[config.mk]
export PLATFORM = sky130hd
export DESIGN_NAME = colhit_encoder
export DESIGN_NICKNAME = d
export VERILOG_FILES = /design/src/rtl/colhit_pkg.sv /design/src/rtl/colhit_run_mask.sv /design/src/rtl/colhit_group_eval.sv /design/src/rtl/colhit_pick.sv /design/src/rtl/colhit_encoder.sv
export SDC_FILE = /design/constraint.sdc
export NUM_CORES = 1
export LEC_CHECK = 0
export BUFFER_PORTS_ARGS = -buffer_cell sky130_fd_sc_hd__buf_2
export CORE_ASPECT_RATIO = 0.9
export CORE_UTILIZATION = 50
export DETAILED_ROUTE_END_ITERATION = 8
export GPL_ROUTABILITY_DRIVEN = 0
export PLACE_DENSITY = 0.78
export SLEW_MARGIN = 40
export SYNTH_ARGS = -nofsm -noshare
export SYNTH_HDL_FRONTEND = slang
export SYNTH_SLANG_ARGS = --single-unit
[constraint.sdc]
create_clock -name clk -period 3.9 [get_ports clk]
set_input_delay 0.195 -clock clk [delete_from_list [all_inputs] [get_ports clk]]
set_output_delay 0.195 -clock clk [all_outputs]
set_load 0.02 [all_outputs]
[src/rtl/colhit_pkg.sv]
package colhit_pkg;
    localparam int COL_CH_DEF   = 128;
    localparam int COL_GRP_DEF  = 4;
    localparam int COL_CNT_DEF  = 8;

    // True when a w-bit pattern holds no run of three adjacent ones
    function automatic logic no_run3(input logic [31:0] v, input int w);
        logic ok;
        ok = 1'b1;
        for (int i = 0; i + 2 < w; i++) begin
            if (v[i] && v[i+1] && v[i+2]) ok = 1'b0;
        end
        return ok;
    endfunction
endpackage

[src/rtl/colhit_run_mask.sv]
module colhit_run_mask #(
    parameter int N_CH = 128
) (
    input  logic [N_CH-1:0] hits,
    input  logic            edge_nbr,
    output logic [N_CH-1:0] wide,
    output logic [N_CH-1:0] start
);
    localparam int XW = N_CH + 4;

    // Two zero pads below channel 0, neighbour and a zero pad above the top
    logic [XW-1:0] x;
    assign x = {1'b0, edge_nbr, hits, 2'b00};

    for (genvar c = 0; c < N_CH; c++) begin : g_ch
        localparam int K = c + 2;
        assign wide[c]  = x[K] & ((x[K-1] & x[K-2]) |
                                  (x[K-1] & x[K+1]) |
                                  (x[K+1] & x[K+2]));
        assign start[c] = x[K] & ~x[K-1];
    end
endmodule

[src/rtl/colhit_group_eval.sv]
module colhit_group_eval #(
    parameter int N_CH  = 128,
    parameter int GRP_W = 4,
    localparam int N_GRP = N_CH / GRP_W
) (
    input  logic [N_CH-1:0]  wide,
    input  logic [N_CH-1:0]  start,
    output logic [N_GRP-1:0] cand
);
    for (genvar g = 0; g < N_GRP; g++) begin : g_grp
        logic owns_cluster;
        logic touches_wide;
        assign owns_cluster = |start[g*GRP_W +: GRP_W];
        assign touches_wide = |wide[g*GRP_W +: GRP_W];
        assign cand[g]      = owns_cluster & ~touches_wide;
    end
endmodule

[src/rtl/colhit_pick.sv]
module colhit_pick #(
    parameter int N_GRP = 32,
    localparam int ADDR_W = $clog2(N_GRP)
) (
    input  logic [N_GRP-1:0]  cand,
    output logic              found,
    output logic [ADDR_W-1:0] idx,
    output logic              multi
);
    always_comb begin
        logic seen;
        idx   = '0;
        seen  = 1'b0;
        multi = 1'b0;
        for (int i = N_GRP - 1; i >= 0; i--) begin
            if (cand[i]) idx = ADDR_W'(i);
        end
        for (int i = 0; i < N_GRP; i++) begin
            if (cand[i] && seen) multi = 1'b1;
            if (cand[i]) seen = 1'b1;
        end
        found = |cand;
    end
endmodule

[src/rtl/colhit_encoder.sv]
module colhit_encoder
    import colhit_pkg::*;
#(
    parameter int N_CH  = COL_CH_DEF,
    parameter int GRP_W = COL_GRP_DEF,
    parameter int CNT_W = COL_CNT_DEF,
    localparam int N_GRP  = N_CH / GRP_W,
    localparam int ADDR_W = $clog2(N_GRP),
    localparam int WORD_W = ADDR_W + GRP_W + 1
) (
    input  logic              clk,
    input  logic              rst_n,
    input  logic              in_valid,
    input  logic [N_CH-1:0]   hits,
    input  logic              edge_nbr,
    output logic              word_valid,
    output logic [WORD_W-1:0] word,
    output logic [CNT_W-1:0]  ovf_count
);
    typedef struct packed {
        logic              vld;
        logic [ADDR_W-1:0] addr;
        logic [GRP_W-1:0]  pat;
        logic              spare;
        logic [CNT_W-1:0]  ovf;
    } enc_state_t;

    logic [N_CH-1:0]   wide_m;
    logic [N_CH-1:0]   start_m;
    logic [N_GRP-1:0]  cand;
    logic              pick_found;
    logic [ADDR_W-1:0] pick_idx;
    logic              pick_multi;

    enc_state_t st_d, st_q;

    colhit_run_mask #(.N_CH(N_CH)) u_runs (
        .hits     (hits),
        .edge_nbr (edge_nbr),
        .wide     (wide_m),
        .start    (start_m)
    );

    colhit_group_eval #(.N_CH(N_CH), .GRP_W(GRP_W)) u_groups (
        .wide  (wide_m),
        .start (start_m),
        .cand  (cand)
    );

    colhit_pick #(.N_GRP(N_GRP)) u_pick (
        .cand  (cand),
        .found (pick_found),
        .idx   (pick_idx),
        .multi (pick_multi)
    );

    always_comb begin
        logic [GRP_W-1:0] sel_pat;
        sel_pat     = GRP_W'(hits >> (int'(pick_idx) * GRP_W));
        st_d        = st_q;
        st_d.vld    = 1'b0;
        st_d.addr   = '0;
        st_d.pat    = '0;
        st_d.spare  = 1'b0;
        if (in_valid && pick_found) begin
            st_d.vld   = 1'b1;
            st_d.addr  = pick_idx;
            st_d.pat   = sel_pat;
            st_d.spare = (pick_idx == ADDR_W'(N_GRP - 1)) && sel_pat[GRP_W-1];
        end
        if (in_valid && pick_multi && (st_q.ovf != {CNT_W{1'b1}})) begin
            st_d.ovf = st_q.ovf + 1'b1;
        end
    end

    always_ff @(posedge clk) begin
        if (!rst_n) st_q <= '0;
        else        st_q <= st_d;
    end

    assign word_valid = st_q.vld;
    assign word       = {st_q.addr, st_q.pat, st_q.spare};
    assign ovf_count  = st_q.ovf;
endmodule

After elaboration in Yosys (flattened, before gate mapping)
Index checks and enable logic that the tools add are counted.
{"block": "op_classes", "addsub": 1, "mul": 0, "div": 0, "n_lt_le_gt_ge": 0, "eq_ne": 2, "shift": 1, "n_mux": 95, "bitwise": 953, "reduce_logical": 101}
{"op": "AND 1 bit", "n": 542}
{"op": "OR reduction 4 bit", "n": 64}
{"op": "OR 1 bit", "n": 252}
{"op": "2-to-1 mux 5 bit", "n": 32}
{"op": "inverter 1 bit", "n": 159}
{"op": "right shift 128 x 7 -> 4 bit", "n": 1}
{"op": "2-to-1 mux 1 bit", "n": 62}
{"op": "logical AND 1 bit", "n": 35}
{"op": "OR reduction 32 bit", "n": 1}
{"op": "2-to-1 mux 11 bit", "n": 1}
{"op": "adder 8 x 1 -> 8 bit, second input constant", "n": 1}
{"op": "!= test 8 bit, second input constant", "n": 1}
{"op": "equality test 5 bit, second input constant", "n": 1}
{"op": "AND reduction 2 bit", "n": 1}
{"block": "totals", "ff_bits": 19, "latchBits": 0, "mem_bits_rw": 0, "romBits": 0, "in_bits": 132, "word_cells": 1158, "n_memories": 0}

Longest topological paths before layout
Gate-level depths: netlist (run 1).
{"block": "depth", "ltp_word": 42, "ltp_mapped": 16, "depth_no_buf": 11}

Cells and area by module
From an unflattened synthesis (run 1), not the netlist that was laid out.
{"block": "unflattened", "hier_cells": 871, "area_unflattened_um2": 5913.2}
{"mod": "colhit_run_mask", "instances": 1, "cells_each": 498, "area_each_um2": 2801.4, "seq_area_each_um2": 0.0}
{"mod": "colhit_encoder", "instances": 1, "cells_each": 157, "area_each_um2": 1829.3, "seq_area_each_um2": 380.4}
{"mod": "colhit_pick", "instances": 1, "cells_each": 120, "area_each_um2": 721.9, "seq_area_each_um2": 0.0}
{"mod": "colhit_group_eval", "instances": 1, "cells_each": 96, "area_each_um2": 560.5, "seq_area_each_um2": 0.0}

Worst setup path after synthesis (run 1)
OpenSTA, ideal clock, no wires.
{"block": "synth_timing", "kind": "input-to-reg", "from": "input hits[3]", "to": "register st_q (netlist bit ovf_count[5])", "t_arrival_ps": 2927, "slack_ps": 858, "stages": 12, "n_path_buf": 1, "path_cell_list": "or4_1 -> o21ai_2 -> o32ai_2 -> or3_1 -> buf_2 -> o41a_1 -> o22ai_1 -> o2111ai_1 -> o31ai_4 -> nor3_1 -> xor2_1 -> and2_1"}
{"block": "synth_between", "elab_chain_cells": 42, "word_cells_on_any_way": 122, "cone_classes": "62 x mux; 23 x bitwise; 37 x reduce/logical"}
{"element": "start: declaration", "line_no": "colhit_encoder.sv:14", "source": "input logic [N_CH-1:0] hits,"}
{"element": "AND 1 bit", "line_no": "colhit_run_mask.sv:18", "source": "(x[K-1] & x[K+1]) |"}
{"element": "OR 1 bit", "line_no": "colhit_run_mask.sv:17", "source": "assign wide[c] = x[K] & ((x[K-1] & x[K-2]) |"}
{"element": "OR 1 bit", "line_no": "colhit_run_mask.sv:18"}
{"element": "AND 1 bit", "line_no": "colhit_run_mask.sv:17"}
{"element": "OR reduction 4 bit", "line_no": "colhit_group_eval.sv:14", "source": "assign touches_wide = |wide[g*GRP_W +: GRP_W];"}
{"element": "inverter 1 bit", "line_no": "colhit_group_eval.sv:15", "source": "assign cand[g] = owns_cluster & ~touches_wide;"}
{"element": "AND 1 bit", "line_no": "colhit_group_eval.sv:15"}
{"element": "2-to-1 mux 1 bit", "line_no": "colhit_pick.sv:20", "source": "if (cand[i]) seen = 1'b1;"}
{"element": "2-to-1 mux 1 bit or logical AND 1 bit (tied branches)", "line_no": "colhit_pick.sv:20, colhit_pick.sv:19"}
{"element": "logical AND 1 bit, or another cell as far along", "line_no": "colhit_pick.sv:19", "source": "if (cand[i] && seen) multi = 1'b1;"}
{"element": "2-to-1 mux 1 bit, or another cell as far along (28 in series)", "line_no": "colhit_pick.sv:19"}
{"element": "2-to-1 mux 1 bit or logical AND 1 bit (tied branches)", "line_no": "colhit_pick.sv:19"}
{"element": "2-to-1 mux 1 bit *", "line_no": "colhit_pick.sv:19"}
{"element": "logical AND 1 bit * (2 in series)", "line_no": "colhit_encoder.sv:71", "source": "if (in_valid && pick_multi && (st_q.ovf != {CNT_W{1'b1}})) begin"}
{"element": "end signal: assignment", "line_no": "colhit_encoder.sv:78", "source": "else st_q <= st_d;"}
{"element": "end: declaration", "line_no": "colhit_encoder.sv:35", "source": "enc_state_t st_d, st_q;"}
Mark *: on every way between the ends. The rest lies on a longest branch, timed or not.
A chain may end at the register's enable or synchronous reset.

Worst setup path after layout (run 1)
{"block": "layout_timing", "from": "input hits[67]", "to": "register st_q (netlist bit word[4])"}
{"block": "layout_between", "elab_chain_cells": 26, "word_cells_on_any_way": 49, "cone_classes": "1 x shift; 18 x mux; 23 x bitwise; 7 x reduce/logical"}
{"element": "AND 1 bit (on tied branches)", "line_no": "colhit_run_mask.sv:17, colhit_run_mask.sv:19, colhit_run_mask.sv:18"}
{"element": "OR 1 bit", "line_no": "colhit_run_mask.sv:17"}
{"element": "OR 1 bit", "line_no": "colhit_run_mask.sv:18"}
{"element": "AND 1 bit", "line_no": "colhit_run_mask.sv:17"}
{"element": "OR reduction 4 bit", "line_no": "colhit_group_eval.sv:14"}
{"element": "inverter 1 bit", "line_no": "colhit_group_eval.sv:15"}
{"element": "AND 1 bit", "line_no": "colhit_group_eval.sv:15"}
{"element": "2-to-1 mux 5 bit (18 in series)", "line_no": "colhit_pick.sv:16", "source": "if (cand[i]) idx = ADDR_W'(i);"}
{"element": "right shift 128 x 7 -> 4 bit", "line_no": "colhit_encoder.sv:59", "source": "sel_pat = GRP_W'(hits >> (int'(pick_idx) * GRP_W));"}
Parallel ways exist; a longest one is shown, timed or not.

==> results of run 1 <==
## routing by layer
layer | global-route usage | vias to the layer above
met1 | 0.494 | 2827
met5 | 0 | -
met3 | 0.0708 | 102
li1 | - | 2979
met4 | 0.127 | 0
met2 | 0.543 | 518
## cell families (layout without fill, tap and decap cells)
| group | after synthesis | in the layout |
|---|---|---|
| adders and majority gates | 1 | 1 |
| muxes | 12 | 12 |
| and+or+nand+nor | 356 | 356 |
| xor gates and xnor gates | 5 | 5 |
| AOI/OAI and AO/OA | 248 | 248 |
| buffers and inverters | 37 | 191 |
| DFF | 19 | 19 |
## state kept, by name (all words and copies together), names as in the netlist
register / cells
word: 10
ovf_count: 8
word_valid: 1
## critical path: cells and delay by family
family,cells,cell delay (ns)
muxes,1,0.62
buffers and inverters,1,0.15
AOI/OAI and AO/OA,6,1.62
and+or+nand+nor,4,1.10
## final timing paths
kind | endpoint | slack [ns] | cells after the start
max | word[4] | 0.33 | 12
min | word[0] | 0.22 | 3
max reg2reg | ovf_count[7] | 2.30 | 7
min reg2reg | ovf_count[1] | 0.52 | 2
## power by group
group	switching (mW)	total (mW)	internal (mW)
clock	0.0706	0.142	0.0711
sequential	0.00604	0.208	0.201
combinational	0.447	0.713	0.266
total	0.523	1.06	0.539
## synthesized netlist by cell type (all sizes together) (11+ instances only)
cell type and count:
a21oi 28, dfxtp 19, nor2 47, o21ai 46, nor4 11, nor3 33, or3 11, a21boi 13
o211ai 26, inv 16, nand3 50, a31oi 15, buf 13, nand2b 12, nand2 137, a21o 11
## cell type report
cell class	count	area (um^2)	share of cell area
clock inverters	1	5.00	0.000938
clock buffers	3	41.3	0.00774
multi-input cells	622	3780	0.709
inverters	16	60.1	0.0113
well taps	115	144	0.0270
flip-flops and latches	19	380	0.0713
repair buffers	171	921	0.173
==> results_dict.tcl, run 1 <==
set metrics [dict create \
    powerDensity_nw_per_um2 199 \
    crit_type "in -> reg" \
    drtIter0Drc 894 \
    insertedDiodeCount 0 \
    synthMuxAreaShare 0.0319 \
    die_area_um2 8990 \
    yosys.area_share.xor_xnor 0.0102 \
    slew_headroom 0.469 \
    crit_path_end_kind "flop" \
    synth.net_count 811 \
    final_cell_mix "buf_2 (150), nand2_1 (137), nand3_1 (49), nor2_1 (47), o21ai_0 (44)" \
    synth_ff_type "dfxtp_1" \
    core_area_um2 8180 \
    final_antenna_net_count 0 \
    routed_wl_um 16900 \
    dpl.cell_count 943 \
    final.setup.tns_ns 0 \
    hold_path_startpoint "hits[127]" \
    hold_violations 0 \
    dr.pass1.iters 9 \
    cts.sinks 19 \
    route.layer.met1.wl_um 6810 \
    status "complete, no violations" \
    p_leak_nw 2.28 \
    drc 0 \
    die_w_um 99.9 \
    startpoint "hits[67]" \
    hpwl_um 13700 \
    grt_setup_unrepaired "no" \
    grt_pass1_vias 5596 \
    synth-edff-count 0 \
    wl_met3_um 2440 \
    clock_latency_ns 0.26 \
    cpPeakStageDelay_ns 0.68 \
    hp-class "in -> reg" \
    grt_max_degree 27 \
    pre_cts_ws_ns 0.197 \
    initial_core_util 0.527 \
    fin_cells 947 \
    routedWlPerCell_um 17.8 \
    yosysTopAreaCell "nand2_1" \
    cts_root_buffer "clkbuf_8" \
    ir_worst_vdd_mv 0.122 \
    cp-start-kind "primary input" \
    synth_top_area_frac 0.119 \
    wl_met2_um 6920 \
    grt_pass1_wl_um 26600 \
    avgSynthCellArea_um2 6.36 \
    synth_cells 678 \
    cpMaxStageDelayCell "a211oi_1" \
    p_total_mw 1.06 \
    io_pins 151 \
    cts_setup_buffers 0 \
    period_minus_slack_ns 3.57 \
    path_clk_slew_ns 0.08 \
    fin_ws_ns 0.334 \
    post-route-util 0.652 \
    stdcell_area_um2 5340 \
    gr-total-overflow 0 \
    synthesis.area_um2 4310 \
    async_reset_ff_frac 0 \
    synth_top_family_by_area "compound AO/OA/AOI/OAI gates" \
    rr_startpoint "ovf_count[0]" \
    ctsResizeCount 0 \
    fin_crit_sh 0.914 \
    cp.required_ns 4.03 \
    synthAdderAreaFrac 0.00290 \
    finClkSkew_ns 0.00573 \
    die_h_um 90.1 \
    syn2layout_area_growth_pct 23.8 \
    fmax_mhz 280 \
    yosysUniqueCellTypes 77 \
    cts_tree "done" \
    synth_area_leaders "nand2_1 (12%), dfxtp_1 (8.8%), nand3_1 (5.7%)" \
    crit_chain "buf_2, o21ai_0, nand2_1, a211oi_1, o21ba_2, o21ai_0, a211oi_2, nor3_4, mux4_2, nand2_1, a21oi_1, or4_1" \
    cp_data_arrival_time_ns 3.69 \
    top_layer_used "met4" \
    numCtsBuffers 3 \
    n_fill_cell 785 \
    maxSlewViolCount 0 \
    place_area_um2 5280 \
    layout-drive-gt1-share 0.249 \
    row_count 31 \
    holdWs_ns 0.218 \
    port_buffers 150 \
    synthSimpleGateAreaFrac 0.400 \
    viasPerCell 6.79 \
    cts_hold_buf 0 \
    cap_violations 0 \
    grt_antenna_before_repair 0 \
    fin_nets 966 \
    ys_ff_latch 19 \
    layout_commonest_cell "buf_2" \
    grtUsageTotal 0.357 \
    setup_viol 0 \
    vias 6426 \
    yosysSeqAreaShare 0.0883 \
    yosysWarningCount 0 \
    htree_levels 1 \
    synth-compound-area-share 0.430 \
    tightest_slew_ns 0.791 \
    critPathMaxFanout 12 \
    clk_path_buf_depth 2 \
]
Note: power is estimated with default switching activity, not from simulation.
==> run 2: changes to the inputs <==
RECOVER_POWER = 50   (was not set)
==> run 2 against run 1 <==
Against the previous run: sequential power about the same; wire length up 0.20%; critical endpoint unchanged; sequential share of layout area about the same; final area down 0.45%; total power about the same; maximum frequency up 0.36%; register-to-register slack about the same; largest cell class unchanged; first-iteration DRC count down 2.8%; final cell count unchanged; largest power group unchanged.
==> results_dict.tcl, run 2 (same netlist as run 1, synthesis figures left out) <==
set metrics [dict create \
    status "complete, no violations" \
    tightest_slew_ns 0.788 \
    grtUsageTotal 0.357 \
    period_minus_slack_ns 3.55 \
    initial_core_util 0.527 \
    grt_antenna_before_repair 0 \
    htree_levels 1 \
    layout-drive-gt1-share 0.226 \
    ir_worst_vdd_mv 0.123 \
    path_clk_slew_ns 0.08 \
    final.setup.tns_ns 0 \
    drc 0 \
    fin_nets 966 \
    powerDensity_nw_per_um2 200 \
    hp-class "in -> reg" \
    gr-total-overflow 0 \
    clk_path_buf_depth 2 \
    setup_viol 0 \
    grt_use_met1 0.494 \
    cp_data_arrival_time_ns 3.68 \
    routed_wl_um 16900 \
    numCtsBuffers 3 \
    largest_reg_flops 10 \
    grt_pass1_vias 5596 \
    cp.required_ns 4.03 \
    dr.pass1.iters 8 \
    routedWlPerCell_um 17.9 \
    power.share.switching 0.494 \
    die_h_um 90.1 \
    final_antenna_net_count 0 \
    grt_pass1_wl_um 26600 \
    use_met2 0.543 \
    insertedDiodeCount 0 \
    crit_path_end_kind "flop" \
    port_buffers 150 \
    drtIter0Drc 869 \
    critPathMaxFanout 12 \
    clock_latency_ns 0.26 \
    grt_setup_unrepaired "no" \
    top_usage_layer "met2" \
    p_total_mw 1.06 \
    use_met3 0.0708 \
    core_area_um2 8180 \
    grt_max_degree 27 \
    cts_setup_buffers 0 \
    viasPerCell 6.82 \
    syn2layout_area_growth_pct 23.3 \
    die_area_um2 8990 \
    ctsResizeCount 0 \
    clockPowerShare 0.134 \
    cts_root_buffer "clkbuf_8" \
    vias 6458 \
    die_w_um 99.9 \
    p_leak_nw 2.20 \
    hpwl_um 13700 \
    cts.sinks 19 \
    cp-start-kind "primary input" \
    io_pins 151 \
    cts_tree "done" \
    maxSlewViolCount 0 \
    internal_power_uw 537 \
    hold_violations 0 \
    finClkSkew_ns 0.00519 \
    layout_commonest_cell "nand2_1" \
    fin_crit_sh 0.911 \
    crit_type "in -> reg" \
    slew_headroom 0.473 \
    final_cell_mix "nand2_1 (137), buf_2 (131), nand3_1 (49), nor2_1 (47), o21ai_0 (44)" \
    power_frac_comb 0.670 \
    fmax_mhz 281 \
    cap_violations 0 \
    cts_hold_buf 0 \
    row_count 31 \
    holdWs_ns 0.226 \
    p_seq_frac 0.196 \
    p_switching_uw 525 \
]
run 2: layer usage:
| metal | routed length (um) | vias up |
|---|---|---|
| met1 | 6870 | 2858 |
| met2 | 7010 | 543 |
| met4 | 578 | 0 |
| met5 | 0 | - |
| li1 | - | 2978 |
| met3 | 2460 | 79 |
run 2: final timing paths:
| path | endpoint | slack, ns | start | cells past startpoint |
|---|---|---|---|---|
| max | word[4] | 0.35 | hits[52] | 14 |
| min reg2reg | ovf_count[1] | 0.52 | ovf_count[1] | 2 |
| max reg2reg | ovf_count[7] | 2.31 | ovf_count[0] | 7 |
| min | word[0] | 0.23 | hits[127] | 3 |
run 2: through the flow:
| step | utilization | instances | area [um^2] | worst slack, ns |
|---|---|---|---|---|
| 2_1_floorplan | - | 678 | 4310 | 0.858 |
| 3_3_place_gp | 0.645 | 943 | 5280 | 0.314 |
| 3_5_place_dp | 0.645 | 943 | 5280 | 0.197 |
| 4_1_cts | 0.651 | 947 | 5330 | 0.466 |
| 5_1_grt | 0.649 | 947 | 5310 | 0.0486 |
| 6_report | 0.649 | 947 | 5310 | 0.347 |
run 2: power groups by stage:
| stage | combinational (mW) | sequential (mW) | clock, mW |
|---|---|---|---|
| global placement | 0.664 | 0.211 | 0 |
| floorplan | 0.397 | 0.219 | 0 |
| finish | 0.711 | 0.208 | 0.142 |
| global route | 0.764 | 0.208 | 0.150 |
| detailed placement | 0.680 | 0.211 | 0 |
| CTS | 0.683 | 0.207 | 0.142 |
run 2: critical path: stages:
cell	delay [ns]
buf_2	0.13
or4_1	0.51
nand3_1	0.16
nor2_1	0.11
nor3_1	0.31
o21ai_0	0.22
a211oi_2	0.66
nor3_4	0.21
buf_4	0.25
nand2_1	0.07
and3_1	0.14
a2111oi_0	0.06
buf_4	0.15
or4_1	0.51
run 2: final cells by class:
type	count	area, um^2
clock buffers	3	41.3
inverters	16	60.1
repair buffers	171	897
fillers	794	2870
well taps	115	144
clock inverters	1	5.00
multi-input cells	622	3780
flip-flops and latches	19	380
